==> src/rtl/alarm_cmp_pkg.sv <==
package alarm_cmp_pkg;
  typedef enum logic {
    IRQ_HELD   = 1'b0,
    IRQ_PULSED = 1'b1
  } irq_mode_e;
endpackage

==> src/rtl/alarm_match.sv <==
module alarm_match #(
  parameter int NFIELDS = 6,
  parameter int FW      = 8
) (
  input  logic                  tick_i,
  input  logic [NFIELDS*FW-1:0] now_i,
  input  logic [NFIELDS*FW-1:0] alarm_i,
  input  logic [NFIELDS-1:0]    mask_i,
  output logic                  hit_o
);
  logic [NFIELDS-1:0] field_ok;

  for (genvar f = 0; f < NFIELDS; f++) begin : g_field
    assign field_ok[f] = !mask_i[f] || (now_i[f*FW +: FW] == alarm_i[f*FW +: FW]);
  end

  assign hit_o = tick_i && (&field_ok);
endmodule

==> src/rtl/alarm_flags.sv <==
module alarm_flags #(
  parameter int NUM_ALARMS = 2
) (
  input  logic                  clk,
  input  logic                  rst_n,
  input  logic [NUM_ALARMS-1:0] hit_i,
  input  logic                  sr_read_i,
  output logic [NUM_ALARMS-1:0] flag_o
);
  for (genvar k = 0; k < NUM_ALARMS; k++) begin : g_flag
    always_ff @(posedge clk or negedge rst_n) begin
      if (!rst_n)           flag_o[k] <= 1'b0;
      else if (hit_i[k])    flag_o[k] <= 1'b1;
      else if (sr_read_i)   flag_o[k] <= 1'b0;
    end
  end
endmodule

==> src/rtl/irq_drive.sv <==
module irq_drive
  import alarm_cmp_pkg::*;
#(
  parameter int NUM_ALARMS  = 2,
  parameter int PULSE_TICKS = 1
) (
  input  logic                  clk,
  input  logic                  rst_n,
  input  logic                  tick_i,
  input  logic [NUM_ALARMS-1:0] hit_i,
  input  logic [NUM_ALARMS-1:0] alarm_en_i,
  input  logic                  pulse_mode_i,
  input  logic                  fout_en_i,
  input  logic                  sr_read_i,
  output logic                  irq_n_o
);
  localparam int CW = $clog2(PULSE_TICKS + 1);

  irq_mode_e mode;
  logic      fire;
  logic      held_q;
  logic [CW-1:0] pulse_cnt_q;

  assign mode = irq_mode_e'(pulse_mode_i);
  assign fire = (|(hit_i & alarm_en_i)) && !fout_en_i;

  always_ff @(posedge clk or negedge rst_n) begin
    if (!rst_n)                                          held_q <= 1'b0;
    else if (fire && mode == IRQ_HELD)                   held_q <= 1'b1;
    else if (sr_read_i || mode == IRQ_PULSED || fout_en_i) held_q <= 1'b0;
  end

  always_ff @(posedge clk or negedge rst_n) begin
    if (!rst_n)
      pulse_cnt_q <= '0;
    else if (mode != IRQ_PULSED || alarm_en_i == '0 || fout_en_i)
      pulse_cnt_q <= '0;
    else if (fire)
      pulse_cnt_q <= CW'(PULSE_TICKS);
    else if (tick_i && pulse_cnt_q != '0)
      pulse_cnt_q <= pulse_cnt_q - CW'(1);
  end

  always_comb begin
    if (fout_en_i)               irq_n_o = 1'b1;
    else if (mode == IRQ_PULSED) irq_n_o = (pulse_cnt_q == '0);
    else                         irq_n_o = !held_q;
  end
endmodule

==> src/rtl/alarm_pair_cmp.sv <==
module alarm_pair_cmp #(
  parameter int NUM_ALARMS  = 2,
  parameter int NFIELDS     = 6,
  parameter int FW          = 8,
  parameter int PULSE_TICKS = 1
) (
  input  logic                             clk,
  input  logic                             rst_n,
  input  logic                             tick_i,
  input  logic [NFIELDS*FW-1:0]            now_i,
  input  logic [NUM_ALARMS*NFIELDS*FW-1:0] alarm_i,
  input  logic [NUM_ALARMS*NFIELDS-1:0]    mask_i,
  input  logic [NUM_ALARMS-1:0]            alarm_en_i,
  input  logic                             pulse_mode_i,
  input  logic                             fout_en_i,
  input  logic                             sr_read_i,
  output logic                             irq_n_o,
  output logic [NUM_ALARMS-1:0]            flag_o
);
  localparam int TW = NFIELDS * FW;

  logic [NUM_ALARMS-1:0] hit;

  for (genvar k = 0; k < NUM_ALARMS; k++) begin : g_alarm
    alarm_match #(.NFIELDS(NFIELDS), .FW(FW)) u_match (
      .tick_i  (tick_i),
      .now_i   (now_i),
      .alarm_i (alarm_i[k*TW +: TW]),
      .mask_i  (mask_i[k*NFIELDS +: NFIELDS]),
      .hit_o   (hit[k])
    );
  end

  alarm_flags #(.NUM_ALARMS(NUM_ALARMS)) u_flags (
    .clk       (clk),
    .rst_n     (rst_n),
    .hit_i     (hit),
    .sr_read_i (sr_read_i),
    .flag_o    (flag_o)
  );

  irq_drive #(.NUM_ALARMS(NUM_ALARMS), .PULSE_TICKS(PULSE_TICKS)) u_irq (
    .clk          (clk),
    .rst_n        (rst_n),
    .tick_i       (tick_i),
    .hit_i        (hit),
    .alarm_en_i   (alarm_en_i),
    .pulse_mode_i (pulse_mode_i),
    .fout_en_i    (fout_en_i),
    .sr_read_i    (sr_read_i),
    .irq_n_o      (irq_n_o)
  );
endmodule

==> config.mk <==
export PLATFORM = sky130hd
export DESIGN_NAME = alarm_pair_cmp
export DESIGN_NICKNAME = d
export VERILOG_FILES = /design/src/rtl/alarm_cmp_pkg.sv /design/src/rtl/alarm_match.sv /design/src/rtl/alarm_flags.sv /design/src/rtl/irq_drive.sv /design/src/rtl/alarm_pair_cmp.sv
export SDC_FILE = /design/constraint.sdc
export NUM_CORES = 1
export LEC_CHECK = 0
export BUFFER_PORTS_ARGS = -buffer_cell sky130_fd_sc_hd__buf_4
export CAP_MARGIN = 20
export CORE_MARGIN = 1
export CORE_UTILIZATION = 30
export CTS_BUF_LIST = sky130_fd_sc_hd__clkbuf_8
export DETAILED_ROUTE_END_ITERATION = 10
export GPL_TIMING_DRIVEN = 0
export HOLD_SLACK_MARGIN = 0.03
export PLACE_DENSITY = 0.77
export SLEW_MARGIN = 40
export SYNTH_ARGS = -nofsm -noshare
export SYNTH_HDL_FRONTEND = slang
export SYNTH_SLANG_ARGS = --single-unit
==> constraint.sdc <==
create_clock -name clk -period 0.98 [get_ports clk]
set_clock_uncertainty 0.1 [all_clocks]
set_input_delay 0.245 -clock clk [delete_from_list [all_inputs] [get_ports clk]]
set_output_delay 0.245 -clock clk [all_outputs]
set_load 0.005 [all_outputs]
==> impl_metrics.tcl, run 1 <==
set metrics [dict create \
    status "finished, violations left" \
    violations "setup timing" \
    final_util_pct 78.69 \
    slowest_stage "xnor2_1" \
    hold_path_class "input port to register" \
    coreArea_mm2 0.004058 \
    dp_slack_ns -0.6465 \
    drt-initial-drc-count 31 \
    fmax_ghz 0.7120 \
    slew-limit-headroom_pct 83.84 \
    tritoncts "built" \
    finalHoldViolCount 0 \
    nets 501 \
    cts_buffers 3 \
    holdWs_ns 0.1033 \
    fin_crit_sh_pct 143.3 \
    grt_max_degree 5 \
    drc 0 \
    diodes 0 \
    grt_pass1_wl_um 7093 \
    vias_per_cell 4.704 \
    firstDrtPassIters 5 \
    rows 23 \
    clkSinkCount 4 \
    leakage_nw 1.471 \
    io_pins 167 \
    placed_area_mm2 0.002678 \
    yosysMostFrequentCell "xnor2_1" \
    antenna_found_initial 0 \
    ys_ff_latch 4 \
    syn_inst 159 \
    yosysSeqAreaShare_pct 7.752 \
    crit_path_max_fanout 2 \
    rsz0062_at_grt "true" \
    tightestPinTransition_ns 0.2407 \
    cts.path.max_buffers 2 \
    worst_slack_ns -0.4245 \
    gr-usage-all-layers_pct 20.62 \
    fin_setup_tns_ns -1.910 \
    crit_buf_inv 1 \
    syn-cell-area_mm2 0.001291 \
    cp.required_ns 1.00 \
    die_h_um 67.61 \
    syn_to_final_growth_pct 147.3 \
    synth.net_count 323 \
    ys_async_sr_fraction_pct 100.0 \
    gp_congestion 0.7902 \
    initial_utilization_pct 31.82 \
    post_drt_wl_per_cell_um 15.70 \
    hpwl_um 4592 \
    ir_drop_mv 0.3097 \
    clockRootBuffer "clkbuf_8" \
    route.vias.total 1811 \
    wl_um 6043 \
    worstPathCellList "buf_4 -> xnor2_1 -> nand4_1 -> o21ai_1 -> and3_1 -> nand3_1 -> a311oi_2" \
    dpl.cell_count 375 \
    p_total_mw 1.857 \
    cp-end-kind "register" \
    clk_pin_slew_ns 0.03 \
    clk_latency_ns 0.22 \
    crit_type "input port to register" \
    synth_common_cells "xnor2_1, nand4_1, o21ai_1" \
    period_needed_ns 1.405 \
    numPortBuffers 166 \
    grt_overflow_total 0 \
    synth_top_area_share_pct 65.12 \
    synth_area_leader_cell "xnor2_1" \
    grt_pass1_vias 1726 \
    synth_edf_count 0 \
    critPathArrivalTime_ns 1.43 \
    cpLargestDelayFamily "simple AND/OR/NAND/NOR gates" \
    ant_nets 0 \
    powerDensity_mw_per_mm2 581.7 \
    slew_viol_final 0 \
    syn_avg_cell_area_um2 8.121 \
    dieWidth_um 67.61 \
    finalSetupViolations 7 \
    critPathLaunchType "input port" \
    layout-drive-gt1-share_pct 67.76 \
    rrSetupSlack_ns -0.09 \
    maxCapViolCount 0 \
    stdcell_count 385 \
    fillers 288 \
    die_area_mm2 0.004570 \
    slowest_delay_ns 0.24 \
    htreeDepth 1 \
    yosys.cell_types.count 18 \
    synth_ff_type "dfrtp_1" \
    synth.area.top_cells "xnor2_1, nand4_1, dfrtp_1" \
    ys_warn_count 0 \
    design_area_mm2 0.003193 \
]
## cells by family after synthesis
group	share of synthesized area (%)
AND/OR/NAND/NOR	17.93
flip-flops	7.752
buffers and inverters	0.5816
AO/OA/AOI/OAI	7.849
XOR/XNOR	65.12
multiplexers	0.7752
## where the power goes
group,leakage (nW),switching [mW],internal (mW)
combinational,1.39,0.456,0.883
sequential,0.0558,0.000872,0.168
clock,0.0216,0.0879,0.262
## layout by cell type (no fill, tap or decap), drive strengths merged, types with 3 or more instances in the layout
| cell type | count |
|---|---|
| dfrtp | 4 |
| nand2 | 4 |
| clkbuf | 3 |
| xnor2 | 96 |
| buf | 172 |
| nand4 | 24 |
| o21ai | 14 |
## sequential cells by signal (all words and copies together) (netlist names)
signal,count
u_flags.flag_o,2
u_irq.held_q,1
u_irq.pulse_cnt_q,1
## worst reg2reg max path: stages, from the launching register on
cell	delay [ns]
dfrtp_1	0.37
buf_4	0.13
nor2b_1	0.13
a21oi_1	0.12
o22ai_1	0.09
## path summary, 6_finish.rpt
kind | startpoint | end | cells after the start
worst max-delay path | now_i[11] | u_irq.held_q$_DFFE_PN0P_ | 7
worst min-delay path | fout_en_i | u_irq.held_q$_DFFE_PN0P_ | 2
worst max register to register | u_irq.pulse_cnt_q$_DFFE_PN0P_ | u_irq.pulse_cnt_q$_DFFE_PN0P_ | 4
worst min register to register | u_flags.flag_o[0]$_DFFE_PN0P_ | u_flags.flag_o[0]$_DFFE_PN0P_ | 2
max in group asynchronous | rst_n | u_irq.held_q$_DFFE_PN0P_ | 2
min in group asynchronous | rst_n | u_flags.flag_o[0]$_DFFE_PN0P_ | 2
## final cells by class
| cell class | count | area [µm²] | share of cell area (%) |
|---|---|---|---|
| Clock buffer | 3 | 41.29 | 1.293 |
| Tap cell | 50 | 62.56 | 1.959 |
| Multi-Input combinational cell | 153 | 1564 | 48.98 |
| Timing Repair Buffer | 173 | 1418 | 44.40 |
| Sequential cell | 4 | 100.1 | 3.135 |
| Inverter | 2 | 7.507 | 0.2351 |
## metal layers
metal | up-vias | GRT usage [%] | routed length [µm]
met5 | - | 0 | 0
met4 | 0 | 9.043 | 182
met3 | 18 | 3.716 | 346
met2 | 82 | 36.63 | 3464
met1 | 804 | 23.70 | 2050
li1 | 907 | - | -
## repair_timing
| action | in CTS | in global routing |
|---|---|---|
| resized for setup | 14 | 63 |
| pin swaps | 12 | 38 |
| hold buffers | 1 | 0 |
| setup buffers | 2 | 4 |
| setup endpoints to repair | 7 | 7 |
| endpoints found under the hold margin | 4 | 0 |
No activity file was read; power rests on OpenSTA's default activity.
==> run 2, diff against run 1 <==
Settings changed: CORE_ASPECT_RATIO from default to 1.1, CORE_MARGIN 1 to default.
==> impl_metrics.tcl, run 2 (same netlist as run 1, synthesis figures left out) <==
set metrics [dict create \
    status "finished, violations left" \
    violations "setup timing" \
    layout-drive-gt1-share_pct 72.70 \
    holdWs_ns 0.09900 \
    coreArea_mm2 0.004054 \
    fin_crit_sh_pct 147.9 \
    grt_pass1_wl_um 8017 \
    slowest_delay_ns 0.24 \
    worst_slack_ns -0.4695 \
    htreeDepth 1 \
    drt-initial-drc-count 39 \
    hpwl_um 4487 \
    critPathArrivalTime_ns 1.47 \
    final_common_cell "buf_4" \
    critPathLaunchType "input port" \
    diodes 0 \
    slowest_stage "xnor2_1" \
    clockRootBuffer "clkbuf_8" \
    initial_utilization_pct 31.85 \
    crit_path_max_fanout 2 \
    ir_drop_mv 0.3926 \
    stdcell_count 389 \
    finalHoldViolCount 0 \
    rows 24 \
    timing.rr.end "u_irq.pulse_cnt_q$_DFFE_PN0P_" \
    cts.path.max_buffers 2 \
    cts_buffers 3 \
    fmax_ghz 0.6899 \
    worstHoldStart "fout_en_i" \
    top_register "u_flags.flag_o" \
    grt_overflow_total 0 \
    grt_pass1_vias 1947 \
    numPortBuffers 166 \
    worstPathCellList "buf_4 -> xnor2_1 -> nand4_1 -> o21ai_1 -> and3_4 -> nand3_1 -> a311oi_2" \
    dpl.cell_count 377 \
    finalSetupViolations 7 \
    clkSinkCount 4 \
    layout_common_cells "buf_4, xnor2_2, xnor2_1, nand4_1, buf_6" \
    maxCapViolCount 0 \
    wl_um 5881 \
    period_needed_ns 1.449 \
    p_total_mw 1.877 \
    min_to "u_irq.held_q$_DFFE_PN0P_" \
    rrSetupSlack_ns -0.22 \
    io_pins 167 \
    rsz0062_at_grt "true" \
    tritoncts "built" \
    slew-limit-headroom_pct 83.67 \
    crit_buf_inv 1 \
    r2r-start "u_irq.pulse_cnt_q$_DFFE_PN0P_" \
    cp-end-kind "register" \
    min_path_cells 2 \
    fillers 268 \
    clk_latency_ns 0.22 \
    ant_nets 0 \
    crit_type "input port to register" \
    clk_pin_slew_ns 0.03 \
    drc 0 \
    cp.required_ns 1.00 \
    slew_viol_final 0 \
    die_h_um 70.81 \
    largestRegisters "u_flags.flag_o (2), u_irq.held_q (1), u_irq.pulse_cnt_q (1)" \
    hold_path_class "input port to register" \
    gp_congestion 0.8043 \
    grt_max_degree 5 \
    gr-usage-all-layers_pct 22.69 \
    final_util_pct 80.65 \
    dp_slack_ns -0.6099 \
    dieWidth_um 64.55 \
    syn_to_final_growth_pct 153.2 \
    route.vias.total 1862 \
    leakage_nw 1.528 \
    post_drt_wl_per_cell_um 15.12 \
    die_area_mm2 0.004570 \
    nets 503 \
    firstDrtPassIters 2 \
    r2r_cells 5 \
    antenna_found_initial 0 \
    largest_register_ffs 2 \
    tightestPinTransition_ns 0.2432 \
    vias_per_cell 4.787 \
    powerDensity_mw_per_mm2 574.3 \
    startpoint "now_i[8]" \
    cpLargestDelayFamily "simple AND/OR/NAND/NOR gates" \
]
-- run 2: layout make-up --
type	count	area (µm²)	area share [%]
tap	52	65.06	1.990
multi-input combinational	153	1660	50.78
sequential	4	100.1	3.062
timing repair buffer	175	1395	42.67
clock buffer	3	41.29	1.263
inverter	2	7.507	0.2296
-- run 2: what timing repair did --
item	4_1_cts	5_1_grt
buffers inserted	4	4
endpoints found under the setup margin	7	7
gates resized for setup	40	43
hold endpoints to repair	4	0
hold buffers	1	0
pin swaps	29	38
-- run 2: per-layer routing --
metal | up-vias | wire length, µm | track usage [%]
met3 | 14 | 300 | 4.032
met4 | 0 | 150 | 9.877
li1 | 912 | - | -
met2 | 92 | 3423 | 45.15
met5 | - | 0 | 0
met1 | 844 | 2007 | 22.27
-- run 2: power by group --
group	internal (mW)	switching, mW	leakage (nW)
registers	0.168	0.00105	0.0558
logic	0.898	0.466	1.45
clock network	0.262	0.0830	0.0216
total	1.33	0.550	1.53
-- run 2: worst reg2reg max path: cells and delay by family, from the launching register on --
family                 cells  cell delay (ns)
AO/OA/AOI/OAI              2             0.21
buffers and inverters      2             0.25
flip-flops                 1             0.37
AND/OR/NAND/NOR            1             0.14
-- run 2: worst max path at each step --
stage	end	cells past startpoint
after floorplan	u_irq.held_q$_DFFE_PN0P_	6
after global placement	u_irq.held_q$_DFFE_PN0P_	7
after detailed placement	u_irq.held_q$_DFFE_PN0P_	7
after CTS	u_irq.held_q$_DFFE_PN0P_	7
after global routing	u_irq.held_q$_DFFE_PN0P_	7
final	u_irq.held_q$_DFFE_PN0P_	7
-- run 2: per-stage QoR --
stage	cell area, µm²	setup TNS [ns]
after CTS	2978	-1.601
after detailed placement	2680	-2.161
final	3269	-2.108
after global routing	3269	-2.375
after floorplan	1369	-0.6745
after global placement	2680	-2.026
==> run 3, diff against run 2 <==
Settings changed: CELL_PAD_IN_SITES_DETAIL_PLACEMENT from default to 1, CELL_PAD_IN_SITES_GLOBAL_PLACEMENT from default to 1, CORE_UTILIZATION 30 to 18, PLACE_DENSITY 0.77 to 0.75.
==> impl_metrics.tcl, run 3 (same netlist as run 1, synthesis figures left out) <==
set metrics [dict create \
    syn_to_final_growth_pct 156.7 \
    vias_per_cell 4.425 \
    cts_buffers 3 \
    wl_um 6523 \
    clockRootBuffer "clkbuf_8" \
    crit_path_max_fanout 3 \
    stdcell_count 419 \
    finalHoldViolCount 0 \
    tightestPinTransition_ns 0.1937 \
    htreeDepth 1 \
    post_drt_wl_per_cell_um 15.57 \
    slew_viol_final 0 \
    largest_register_ffs 2 \
    finalSetupViolations 7 \
    cp.required_ns 1.00 \
    rsz0062_at_grt "true" \
    worst_slack_ns -0.4334 \
    p_total_mw 1.885 \
    worstPathCellList "buf_4 -> xnor2_2 -> nand4_1 -> o21ai_2 -> and4_4 -> nand3_2 -> a311oi_2" \
    diodes 0 \
    dieWidth_um 82.76 \
    hold_path_class "input port to register" \
    nets 500 \
    startpoint "alarm_i[9]" \
    coreArea_mm2 0.006967 \
    grt_pass1_vias 2115 \
    leakage_nw 1.528 \
    ant_nets 0 \
    gr-usage-all-layers_pct 16.62 \
    largestRegisters "u_flags.flag_o (2), u_irq.held_q (1), u_irq.pulse_cnt_q (1)" \
    tritoncts "built" \
    timing.rr.end "u_irq.pulse_cnt_q$_DFFE_PN0P_" \
    critPathArrivalTime_ns 1.43 \
    maxCapViolCount 0 \
    io_pins 167 \
    clkSinkCount 4 \
    cpLargestDelayFamily "simple AND/OR/NAND/NOR gates" \
    powerDensity_mw_per_mm2 568.7 \
    min_to "u_irq.held_q$_DFFE_PN0P_" \
    layout-drive-gt1-share_pct 73.35 \
    slew-limit-headroom_pct 86.99 \
    status "finished, violations left" \
    period_needed_ns 1.413 \
    slowest_delay_ns 0.26 \
    min_path_cells 2 \
    r2r-start "u_irq.pulse_cnt_q$_DFFE_PN0P_" \
    numPortBuffers 166 \
    worstHoldStart "fout_en_i" \
    clk_pin_slew_ns 0.03 \
    initial_utilization_pct 18.53 \
    grt_pass1_wl_um 9459 \
    fin_crit_sh_pct 144.2 \
    ir_drop_mv 0.4556 \
    antenna_found_initial 0 \
    r2r_cells 4 \
    die_area_mm2 0.007517 \
    grt_overflow_total 0 \
    grt_max_degree 5 \
    final_common_cell "buf_4" \
    crit_type "input port to register" \
    rrSetupSlack_ns -0.08 \
    fmax_ghz 0.7075 \
    layout_common_cells "buf_4, xnor2_2, xnor2_1, nand4_1, buf_6" \
    slowest_stage "and4_4" \
    dpl.cell_count 410 \
    cts.path.max_buffers 2 \
    clk_latency_ns 0.22 \
    violations "setup timing" \
    drt-initial-drc-count 17 \
    rows 32 \
    gp_congestion 0.7107 \
    crit_buf_inv 1 \
    firstDrtPassIters 4 \
    route.vias.total 1854 \
    top_register "u_flags.flag_o" \
    drc 0 \
    critPathLaunchType "input port" \
    cp-end-kind "register" \
    die_h_um 90.83 \
]
[run 3: changes by cell type in the layout (fill, tap and decap cells not counted), sizes merged]
cell,before,now
buf,174,171
[run 3: area by class of cell]
cell class	instances	area, µm²
inverter	2	7.507
fill	821	3652
multi-input combinational	153	1664
sequential	4	100.1
timing repair buffer	172	1395
tap	85	106.4
clock buffer	3	41.29
[run 3: worst max-delay path by stage]
stage	endpoint	slack, ns	cells after the start
6_report	u_irq.held_q$_DFFE_PN0P_	-0.43	7
2_1_floorplan	u_irq.held_q$_DFFE_PN0P_	-0.31	6
3_5_place_dp	u_irq.held_q$_DFFE_PN0P_	-0.73	7
5_1_grt	u_irq.held_q$_DFFE_PN0P_	-0.56	7
4_1_cts	u_irq.held_q$_DFFE_PN0P_	-0.36	7
3_3_place_gp	u_irq.held_q$_DFFE_PN0P_	-0.68	7
[run 3: repair_timing]
item                                   in CTS  in global routing
hold buffers                                1                  0
gates resized for setup                    56                 35
endpoints found under the hold margin       4                  0
setup buffers                               4                  1
setup endpoints to repair                   7                  7
pin swaps                                  46                 15
[run 3: power breakdown]
group	switching (mW)	internal [mW]	leakage [nW]
Sequential	0.000882	0.168	0.0558
Combinational	0.471	0.903	1.45
Clock	0.0809	0.261	0.0216
Total	0.553	1.33	1.53
[run 3: stage by stage]
stage	util (%)	TNS [ns]	hold slack, ns	setup WS, ns	cell area (µm²)
detailed placement	39.06	-2.453	-0.05531	-0.7330	2721
global placement	39.06	-2.319	-0.05868	-0.6812	2721
global route	47.58	-2.240	0.1144	-0.5550	3314
finish	47.58	-1.813	0.1048	-0.4334	3314
floorplan	-	-0.6745	-0.1506	-0.3074	1369
CTS	44.68	-1.624	0.1026	-0.3642	3113
[run 3: per-layer routing]
| layer | up-vias | GRT usage (%) | wire length [µm] |
|---|---|---|---|
| li1 | 908 | - | - |
| met1 | 863 | 17.06 | 2035 |
| met2 | 69 | 33.40 | 4043 |
| met3 | 14 | 1.515 | 297 |
| met4 | 0 | 4.885 | 147 |
| met5 | - | 0 | 0 |
[run 3: worst reg2reg max path, stage by stage (launching register included)]
cell	delay (ns)
dfrtp_1	0.37
buf_4	0.13
nor2b_1	0.13
a21oi_1	0.13
o22ai_1	0.08
